$ cat config.mk
export PLATFORM = sky130hd
export DESIGN_NAME = eeprom_rd_target
export DESIGN_NICKNAME = d
export VERILOG_FILES = /design/src/rtl/eeprom_rd_pkg.sv /design/src/rtl/ee_line_events.sv /design/src/rtl/ee_byte_store.sv /design/src/rtl/ee_addr_counter.sv /design/src/rtl/eeprom_rd_target.sv
export SDC_FILE = /design/constraint.sdc
export NUM_CORES = 2
export LEC_CHECK = 0
export BUFFER_PORTS_ARGS = -buffer_cell sky130_fd_sc_hd__buf_2
export CORE_MARGIN = 2
export CORE_UTILIZATION = 30
export DETAILED_ROUTE_END_ITERATION = 8
export PLACE_DENSITY = 0.43
export SLEW_MARGIN = 20
export SYNTH_ARGS = -nofsm -noshare
export SYNTH_HDL_FRONTEND = slang
export SYNTH_SLANG_ARGS = --single-unit
$ cat constraint.sdc
create_clock -name clk -period 5.9 [get_ports clk]
set_clock_uncertainty 0.15 [all_clocks]
set_input_delay 0.295 -clock clk [delete_from_list [all_inputs] [get_ports clk]]
set_output_delay 0.295 -clock clk [all_outputs]
set_load 0.01 [all_outputs]
$ cat src/rtl/eeprom_rd_pkg.sv
// Shared types and constants for the serial EEPROM read-side target.
// Assumes byte-wide bus transfers of fixed size.
package eeprom_rd_pkg;
    localparam int BYTE_W = 8;
    localparam int BCW    = $clog2(BYTE_W + 1);

    typedef enum logic [2:0] {
        ST_IDLE,  // silent until a Start
        ST_RX,    // shifting a byte in from the master
        ST_ACK,   // ninth clock after a received byte
        ST_TX,    // shifting a byte out to the master
        ST_MACK   // ninth clock after a sent byte (master answers)
    } bus_st_t;

    typedef enum logic [1:0] {
        PH_SEL,
        PH_ADDR,
        PH_DATA
    } bus_ph_t;
endpackage

$ cat src/rtl/ee_line_events.sv
// Detects SCL edges and Start/Stop conditions on pre-synchronized lines.
// Assumes both inputs already share the clk domain.
module ee_line_events (
    input  logic clk,
    input  logic rst_n,
    input  logic scl,
    input  logic sda,
    output logic scl_rise,
    output logic scl_fall,
    output logic start_ev,
    output logic stop_ev
);
    logic scl_q;
    logic sda_q;

    // Keep one-cycle history of both lines (idle bus reads high).
    always_ff @(posedge clk) begin
        if (!rst_n) begin
            scl_q <= 1'b1;
            sda_q <= 1'b1;
        end else begin
            scl_q <= scl;
            sda_q <= sda;
        end
    end

    assign scl_rise = scl && !scl_q;
    assign scl_fall = !scl && scl_q;
    assign start_ev = scl && scl_q && sda_q && !sda;
    assign stop_ev  = scl && scl_q && !sda_q && sda;
endmodule

$ cat src/rtl/ee_byte_store.sv
// Main byte array and identification page as register files.
// Asynchronous read, synchronous load from the preload port.
module ee_byte_store #(
    parameter int AW = 8,
    parameter int IW = 4,
    parameter int DW = 8
) (
    input  logic          clk,
    input  logic          ld_en,
    input  logic          ld_page,
    input  logic [AW-1:0] ld_addr,
    input  logic [DW-1:0] ld_data,
    input  logic [AW-1:0] mem_raddr,
    input  logic [IW-1:0] page_raddr,
    output logic [DW-1:0] mem_q,
    output logic [DW-1:0] page_q
);
    localparam int MEM_DEPTH  = 1 << AW;
    localparam int PAGE_DEPTH = 1 << IW;

    logic [DW-1:0] mem  [MEM_DEPTH];
    logic [DW-1:0] page [PAGE_DEPTH];

    // Preload writes into the selected store.
    always_ff @(posedge clk) begin
        if (ld_en && !ld_page) mem[ld_addr] <= ld_data;
        if (ld_en && ld_page)  page[ld_addr[IW-1:0]] <= ld_data;
    end

    assign mem_q  = mem[mem_raddr];
    assign page_q = page[page_raddr];
endmodule

$ cat src/rtl/ee_addr_counter.sv
// Shared address counter: load, full-width step, or narrow step that
// wraps only the low IW bits. Load wins over step.
module ee_addr_counter #(
    parameter int AW = 8,
    parameter int IW = 4
) (
    input  logic          clk,
    input  logic          rst_n,
    input  logic          load,
    input  logic [AW-1:0] load_val,
    input  logic          step,
    input  logic          narrow,
    output logic [AW-1:0] cnt
);
    // Update the counter from load or step requests.
    always_ff @(posedge clk) begin
        if (!rst_n)
            cnt <= '0;
        else if (load)
            cnt <= load_val;
        else if (step && narrow)
            cnt <= {cnt[AW-1:IW], cnt[IW-1:0] + 1'b1};
        else if (step)
            cnt <= cnt + 1'b1;
    end
endmodule

$ cat src/rtl/eeprom_rd_target.sv
// Read-side two-wire EEPROM target. Decodes the select byte, runs the
// address phase, streams bytes out and answers lock-status queries.
// Assumes synchronized SCL/SDA, no clock stretching, and bit times much
// longer than clk.
module eeprom_rd_target
    import eeprom_rd_pkg::*;
#(
    parameter int         MEM_AW   = 8,
    parameter int         ID_AW    = 4,
    parameter int         CE_W     = 3,
    parameter logic [3:0] MEM_TYPE = 4'b1010,
    parameter logic [3:0] ID_TYPE  = 4'b1011
) (
    input  logic              clk,
    input  logic              rst_n,
    input  logic              scl_in,
    input  logic              sda_in,
    output logic              sda_pull_low,
    input  logic [CE_W-1:0]   chip_sel,
    input  logic              id_lock,
    input  logic              pre_we,
    input  logic              pre_id,
    input  logic [MEM_AW-1:0] pre_addr,
    input  logic [BYTE_W-1:0] pre_data
);
    localparam int TYPE_LSB = CE_W + 1;

    logic scl_rise, scl_fall, start_ev, stop_ev;
    bus_st_t state;
    bus_ph_t phase;
    logic [BCW-1:0]    bitcnt;
    logic [BYTE_W-1:0] shreg;
    logic [BYTE_W-1:0] txb;
    logic is_rd, sp_id, acked, more;
    logic ack_ok, byte_done;
    logic [MEM_AW-1:0] addr_cnt;
    logic [MEM_AW-1:0] cnt_load_val;
    logic cnt_load, cnt_step;
    logic [BYTE_W-1:0] mem_q, page_q, rd_byte;

    ee_line_events u_ev (
        .clk(clk), .rst_n(rst_n), .scl(scl_in), .sda(sda_in),
        .scl_rise(scl_rise), .scl_fall(scl_fall),
        .start_ev(start_ev), .stop_ev(stop_ev)
    );

    ee_byte_store #(.AW(MEM_AW), .IW(ID_AW), .DW(BYTE_W)) u_store (
        .clk(clk), .ld_en(pre_we), .ld_page(pre_id), .ld_addr(pre_addr),
        .ld_data(pre_data), .mem_raddr(addr_cnt),
        .page_raddr(addr_cnt[ID_AW-1:0]), .mem_q(mem_q), .page_q(page_q)
    );

    ee_addr_counter #(.AW(MEM_AW), .IW(ID_AW)) u_cnt (
        .clk(clk), .rst_n(rst_n), .load(cnt_load), .load_val(cnt_load_val),
        .step(cnt_step), .narrow(sp_id), .cnt(addr_cnt)
    );

    // Decide whether the byte just received earns an acknowledge.
    always_comb begin
        unique case (phase)
            PH_SEL:  ack_ok = ((shreg[BYTE_W-1:TYPE_LSB] == MEM_TYPE) ||
                               (shreg[BYTE_W-1:TYPE_LSB] == ID_TYPE)) &&
                              (shreg[TYPE_LSB-1:1] == chip_sel);
            PH_ADDR: ack_ok = sp_id ? !shreg[BYTE_W-1] : 1'b1;
            default: ack_ok = sp_id && !id_lock;
        endcase
    end

    assign byte_done    = (state == ST_RX) && scl_fall && (bitcnt == BCW'(BYTE_W));
    assign cnt_load     = byte_done && (phase == PH_ADDR) && ack_ok;
    assign cnt_load_val = sp_id ? {{(MEM_AW-ID_AW){1'b0}}, shreg[ID_AW-1:0]}
                                : shreg[MEM_AW-1:0];
    assign cnt_step     = ((state == ST_ACK) && scl_fall && acked &&
                           (phase == PH_SEL) && is_rd) ||
                          ((state == ST_MACK) && scl_fall && more);
    assign rd_byte      = sp_id ? page_q : mem_q;

    // Bus protocol sequencer and SDA driver.
    always_ff @(posedge clk) begin
        if (!rst_n) begin
            state        <= ST_IDLE;
            phase        <= PH_SEL;
            bitcnt       <= '0;
            shreg        <= '0;
            txb          <= '0;
            is_rd        <= 1'b0;
            sp_id        <= 1'b0;
            acked        <= 1'b0;
            more         <= 1'b0;
            sda_pull_low <= 1'b0;
        end else if (start_ev) begin
            state        <= ST_RX;
            phase        <= PH_SEL;
            bitcnt       <= '0;
            sda_pull_low <= 1'b0;
        end else if (stop_ev) begin
            state        <= ST_IDLE;
            sda_pull_low <= 1'b0;
        end else begin
            unique case (state)
                ST_RX: begin
                    if (scl_rise) begin
                        shreg  <= {shreg[BYTE_W-2:0], sda_in};
                        bitcnt <= bitcnt + 1'b1;
                    end else if (byte_done) begin
                        state        <= ST_ACK;
                        sda_pull_low <= ack_ok;
                        acked        <= ack_ok;
                        bitcnt       <= '0;
                        if (phase == PH_SEL) begin
                            is_rd <= shreg[0];
                            sp_id <= (shreg[BYTE_W-1:TYPE_LSB] == ID_TYPE);
                        end
                    end
                end
                ST_ACK: begin
                    if (scl_fall) begin
                        sda_pull_low <= 1'b0;
                        if (!acked) begin
                            state <= ST_IDLE;
                        end else if (phase == PH_SEL && is_rd) begin
                            state        <= ST_TX;
                            txb          <= rd_byte;
                            sda_pull_low <= !rd_byte[BYTE_W-1];
                        end else if (phase == PH_SEL) begin
                            phase <= PH_ADDR;
                            state <= ST_RX;
                        end else if (phase == PH_ADDR) begin
                            phase <= PH_DATA;
                            state <= ST_RX;
                        end else begin
                            state <= ST_IDLE;
                        end
                    end
                end
                ST_TX: begin
                    if (scl_fall) begin
                        if (bitcnt == BCW'(BYTE_W-1)) begin
                            sda_pull_low <= 1'b0;
                            state        <= ST_MACK;
                            bitcnt       <= '0;
                        end else begin
                            txb          <= {txb[BYTE_W-2:0], 1'b0};
                            sda_pull_low <= !txb[BYTE_W-2];
                            bitcnt       <= bitcnt + 1'b1;
                        end
                    end
                end
                ST_MACK: begin
                    if (scl_rise) begin
                        more <= !sda_in;
                    end else if (scl_fall) begin
                        if (more) begin
                            state        <= ST_TX;
                            txb          <= rd_byte;
                            sda_pull_low <= !rd_byte[BYTE_W-1];
                        end else begin
                            state <= ST_IDLE;
                        end
                    end
                end
                default: ;
            endcase
        end
    end
endmodule

# Word-level counts from Yosys, hierarchy flattened
# Memory sizes are Yosys's and may differ from the RTL's. A register that Yosys moved wholly into a read port is not among the register bits.
# Cells that the tools add are included.
# totals
register_bits	39
mem_count	2
mem_bits_rw	2176
input_bits	26
# mem_list
name	words	word_bits	rd	rd_ports_with_merged_regs	wr	line	rtl
u_store.mem	256	8	1	0	1	ee_byte_store.sv:21	logic [DW-1:0] mem [MEM_DEPTH];
u_store.page	16	8	1	1	1	ee_byte_store.sv:22	logic [DW-1:0] page [PAGE_DEPTH];
# op_classes
n_bitwise	5
n_mux	55
add_sub_neg	3
n_eq_ne	30
n_reduce_logical	55
# op_table
cell	n
2-to-1 mux 7 bit	8
2-to-1 mux 8 bit	5
!= test 4 bit (second input constant)	7
2-to-1 mux 4 bit	6
AND reduction 8 bit	3
logical AND 1 bit	23
!= test 2 bit (second input constant)	11
2-to-1 mux 3 bit	7
one-hot mux 7 bit (3 select lines)	1
2-to-1 mux 1 bit	19
== test 4 bit (second input constant)	3
one-hot mux 3 bit (4 select lines)	1
AND reduction 4 bit	3
AND reduction 6 bit	2
AND reduction 11 bit	1
2-to-1 mux 2 bit	5
logical NOT 1 bit	9
adder 4 x 1 -> 4 bit (second input constant)	2
adder 8 x 1 -> 8 bit (second input constant)	1
one-hot mux 4 bit (2 select lines)	1
== test 3 x 2 -> 1 bit (second input constant)	2
nonzero test 2 bit	3
nonzero test 3 bit	2
nonzero test 6 bit	1
other kinds (17)	22

# Longest topological paths before layout
# depth
word_depth	12
ltp_mapped	13

# Cells and area by module
# A second synthesis with hierarchy kept.
# hier_totals
cells_unflattened	4150
area_unflattened_um2	86775.7
# by_module_without_submodules
mod	seq_area_each_um2	cells_each	area_per_inst_um2	n_inst
ee_byte_store	65342.7	3882	84417.2	1
eeprom_rd_target	580.6	209	1825.5	1
ee_addr_counter	160.2	51	447.9	1
ee_line_events	40.0	8	85.1	1

# Worst setup path before layout
# Ideal clock, no wire load.
# synth_timing
kind	reg2reg
from	register u_cnt.cnt[0]
to	register txb[3]
slack_ns	3.062
required_ns	5.633
n_path_buf	5
arrival_time_ns	2.571
path_stages_with_launch	11
setup_time_ns	0.117
path_cell_list	dfxtp_1 -> buf_6 -> buf_6 -> buf_8 -> buf_6 -> buf_6 -> mux4_2 -> mux4_2 -> a31oi_1 -> o2111ai_1 -> a22o_1
# synth_between
elab_chain_cells	6
elab_cells_between_ends	9
# synth_rtl
item	line	rtl
from (decl)	ee_addr_counter.sv:13	output logic [AW-1:0] cnt
from (signal assigned)	ee_addr_counter.sv:20	cnt <= load_val;
from (signal assigned)	ee_addr_counter.sv:22	cnt <= {cnt[AW-1:IW], cnt[IW-1:0] + 1'b1};
from (signal assigned)	ee_addr_counter.sv:24	cnt <= cnt + 1'b1;
memory (256 x 8 bit) (*)	--	
2-to-1 mux 8 bit (*)	eeprom_rd_target.sv:76	assign rd_byte = sp_id ? page_q : mem_q;
2-to-1 mux 7 bit, on equally long branches	eeprom_rd_target.sv:153, eeprom_rd_target.sv:121	
2-to-1 mux 7 bit, on equally long branches	eeprom_rd_target.sv:152, eeprom_rd_target.sv:119	
2-to-1 mux 7 bit, on equally long branches	eeprom_rd_target.sv:150, eeprom_rd_target.sv:117	
one-hot mux 7 bit (3 select lines) (*)	eeprom_rd_target.sv:100	unique case (state)
to (signal assigned)	eeprom_rd_target.sv:123	txb <= rd_byte;
to (signal assigned)	eeprom_rd_target.sv:143	txb <= {txb[BYTE_W-2:0], 1'b0};
to (signal assigned)	eeprom_rd_target.sv:155	txb <= rd_byte;
to (decl)	eeprom_rd_target.sv:33	logic [BYTE_W-1:0] txb;
# Mark *: on every way between the ends. The rest lies on a longest branch, timed or not. The select of a mux whose other input is x is not followed.
# A chain may end at the register's enable or synchronous reset.

# Worst setup path in the final report
# layout_timing
from	register u_cnt.cnt[2]
to	register txb[6]
# Same word-level chain as after synthesis.

==> reports/results.ini <==
[setup_path]
critPathKind=reg -> reg
r2r-start=u_cnt.cnt[2]$_SDFFE_PN0N_
critPathMaxFanout=28
slowest_delay_ps=990
cpMostUsedCell=o2111ai_1
crit_family=simple AND/OR/NAND/NOR gates
r2r_slack_ps=1460
worst_ep_arrival_time_ps=5170
crit_required_ps=6630
critical_path_depth=8
start_kind=register
path_buf_inv=2
slowest_stage=nor3_1
end_kind=register
path_cells=buf_4 -> inv_2 -> nor3_1 -> a211oi_1 -> o2111ai_1 -> o2111ai_1 -> or4_1 -> nand3_1
r2r-end=txb[6]$_SDFFE_PN0P_
worst-r2r-cell-count=8

[cts]
insertion_delay_ps=950
clock_path_buffers=4
clk_pin_slew_ps=60
cts_root_buf=clkbuf_16
htree_levels=4
cts.sinks=2219
post_cts_buffers=0
cts_tree=done
cts_buffers=242
cts_hold_buf=15
cts.repair.resized=0

[timing]
period_needed_ps=4440
slew_headroom=0.179
final.period_utilization=0.752
grt_setup_unrepaired=false
finalSetupViolations=0
drv_slew=0
fmax_ghz=0.225
hold_viol=0
setup_tns_ps=0
tightestPinTransition_ps=1230

[routing]
wl_met2_um=125000
drc=0
wl_per_cell_um=31.9
vias=42300
drt_iter0_drc=4264
wirelength_um=262000
antenna_left=0
post_drt_via_cell_ratio=5.14
first_pass_iters=7
dr_wl_met3_um=13100
top_layer=met5
wl_met1_um=117000

[global_route]
antenna_found_initial=19
grt_max_degree=213
grtUsageTotal=0.177
grt_first_pass_wirelength_um=364000
grt_overflow_total=0
grt_pass1_vias=43200

[floorplanning]
rows=197
die_area_um2=292000
fp.dieW_um=541
io_pins=27
start_util=0.301
die_h_um=541
core-area_um2=287000

[pwr]
peakVddDrop_v=0.000253
seqPwrFrac=0.534
p_leak_nw=29.5
p_clk_frac=0.452
powerDensity_nw_per_um2=326
p_comb_frac=0.013
cellInternalPower_mw=25.8
p_sw_mw=6.67
p_sw_frac=0.206

[synthesis]
ys_types=67
async_reset_ff_frac=0
synth.net_count=4046
synthFlopType=edfxtp_1
synth_edf_count=2176
syn_area_um2=86400
ys_warn_count=0
ys_ff_latch=2219
yosysTopAreaCell=edfxtp_1
synth_area_leaders=edfxtp_1 (76%), mux4_2 (16%), nor2_1 (1.5%)
syn_inst=4017
seq_area_frac_synth=0.766
synth_area_per_cell_um2=21.5
yosysTopAreaCellShare=0.756

[hold_path]
min_path_type=in -> reg
min_to=state[0]$_SDFFE_PN0P_
worstHoldStart=sda_in
whs_path_depth=4

[run]
drv_cap=0

[placement]
dpl.hpwl_um=161000
portBuffers=26
dp_cells=7752
place_congestion=0.818

[final_layout]
n_fill_cell=26600
final_util=0.347
final_nets=4262
layout-drive-gt1-share=0.265
fin_cells=8216
area_growth_syn_to_layout_pct=15.3

[outcome]
status=finished clean

==> per-layer routing <==
| metal | track usage | up-vias |
|---|---|---|
| met1 | 0.250 | 23300 |
| li1 | - | 17300 |
| met3 | 0.0263 | 359 |
| met5 | 0 | - |
| met2 | 0.289 | 1289 |
| met4 | 0.0410 | 2 |
==> power by group through the flow <==
stage | Clock (mW) | Sequential [mW] | Combinational [mW]
6_report | 14.7 | 17.3 | 0.436
5_1_grt | 15.6 | 17.3 | 0.472
4_1_cts | 15.0 | 17.3 | 0.442
3_5_place_dp | 0 | 17.7 | 0.435
3_3_place_gp | 0 | 17.7 | 0.424
2_1_floorplan | 0 | 17.7 | 0.0642
==> cells by family after synthesis <==
group | synth area share
compound gates | 0.0198
xor+xnor | 0.00112
fa+ha+maj | 0.000435
buf+inv | 0.0151
flops | 0.766
mux | 0.168
simple gates | 0.0296
==> layout make-up <==
type                       instances  area, um2  share of cell area
timing repair buffer             208       2040              0.0205
tap                             3781       4730              0.0475
clock buffer                     316       6420              0.0645
clock inverter                   124       1130              0.0113
sequential                      2219      66200               0.665
antenna                            6       15.0            0.000151
multi-input combinational       1545      19000               0.191
inverter                          17       71.3            0.000716
==> synth_stat cells, types with 18 or more instances <==
cell type     n
buf_4        39
o21ai_0      23
a22oi_1      68
buf_2        49
nand4_1      24
mux4_2      607
dfxtp_1      43
nand3_1      51
a21oi_1      58
buf_6        18
mux2i_1      76
nand2_1     109
edfxtp_1   2176
clkbuf_1    119
nor2b_1      19
nor2_1      341
==> state kept, by name (all words and copies together), names as in the netlist, named ones only <==
name / cells
sp_id: 1
u_store.page: 128
shreg: 8
state: 3
txb: 7
sda_pull_low: 1
u_store.mem: 2048
u_cnt.cnt: 8
more: 1
is_rd: 1
u_ev.sda_q: 1
u_ev.scl_q: 1
phase: 2
bitcnt: 4
acked: 1
==> cells in the final DEF (no fill, tap or decap), drive strengths merged, types with 24 or more instances in the layout <==
master  instances
nor2          341
a21oi          58
mux2i          76
edfxtp       2176
o21ai          30
mux4          607
buf           193
clkbuf        316
nand2         109
a22oi          68
clkinv         97
dfxtp          43
nand4          24
nand3          51
==> worst register-to-register path: stages (launching register included) <==
cell and delay, ps:
dfxtp_4 830, buf_4 500, inv_2 440, nor3_1 990
a211oi_1 170, o2111ai_1 350, o2111ai_1 190, or4_1 630
nand3_1 160
==> through the flow <==
step	instance area (um2)	hold WS [ps]	worst slack [ps]	power, mW
floorplan	86400	244	3060	17.7
global placement	91800	347	1410	18.1
detailed placement	91800	343	1440	18.1
CTS	99500	120	1350	32.8
global route	99600	131	1460	33.4
finish	99600	146	1460	32.4
==> how the worst max path moves through the flow <==
stage | to | startpoint | slack (ps)
detailed placement | txb[3]$_SDFFE_PN0P_ | u_cnt.cnt[0]$_SDFFE_PN0N_ | 1440
floorplan | txb[3]$_SDFFE_PN0P_ | u_cnt.cnt[0]$_SDFFE_PN0N_ | 3060
global placement | txb[3]$_SDFFE_PN0P_ | u_cnt.cnt[0]$_SDFFE_PN0N_ | 1410
global route | txb[5]$_SDFFE_PN0P_ | u_cnt.cnt[0]$_SDFFE_PN0N_ | 1460
finish | txb[6]$_SDFFE_PN0P_ | u_cnt.cnt[2]$_SDFFE_PN0N_ | 1460
CTS | txb[3]$_SDFFE_PN0P_ | u_cnt.cnt[0]$_SDFFE_PN0N_ | 1350
No activity file was read; power rests on OpenSTA's default activity.
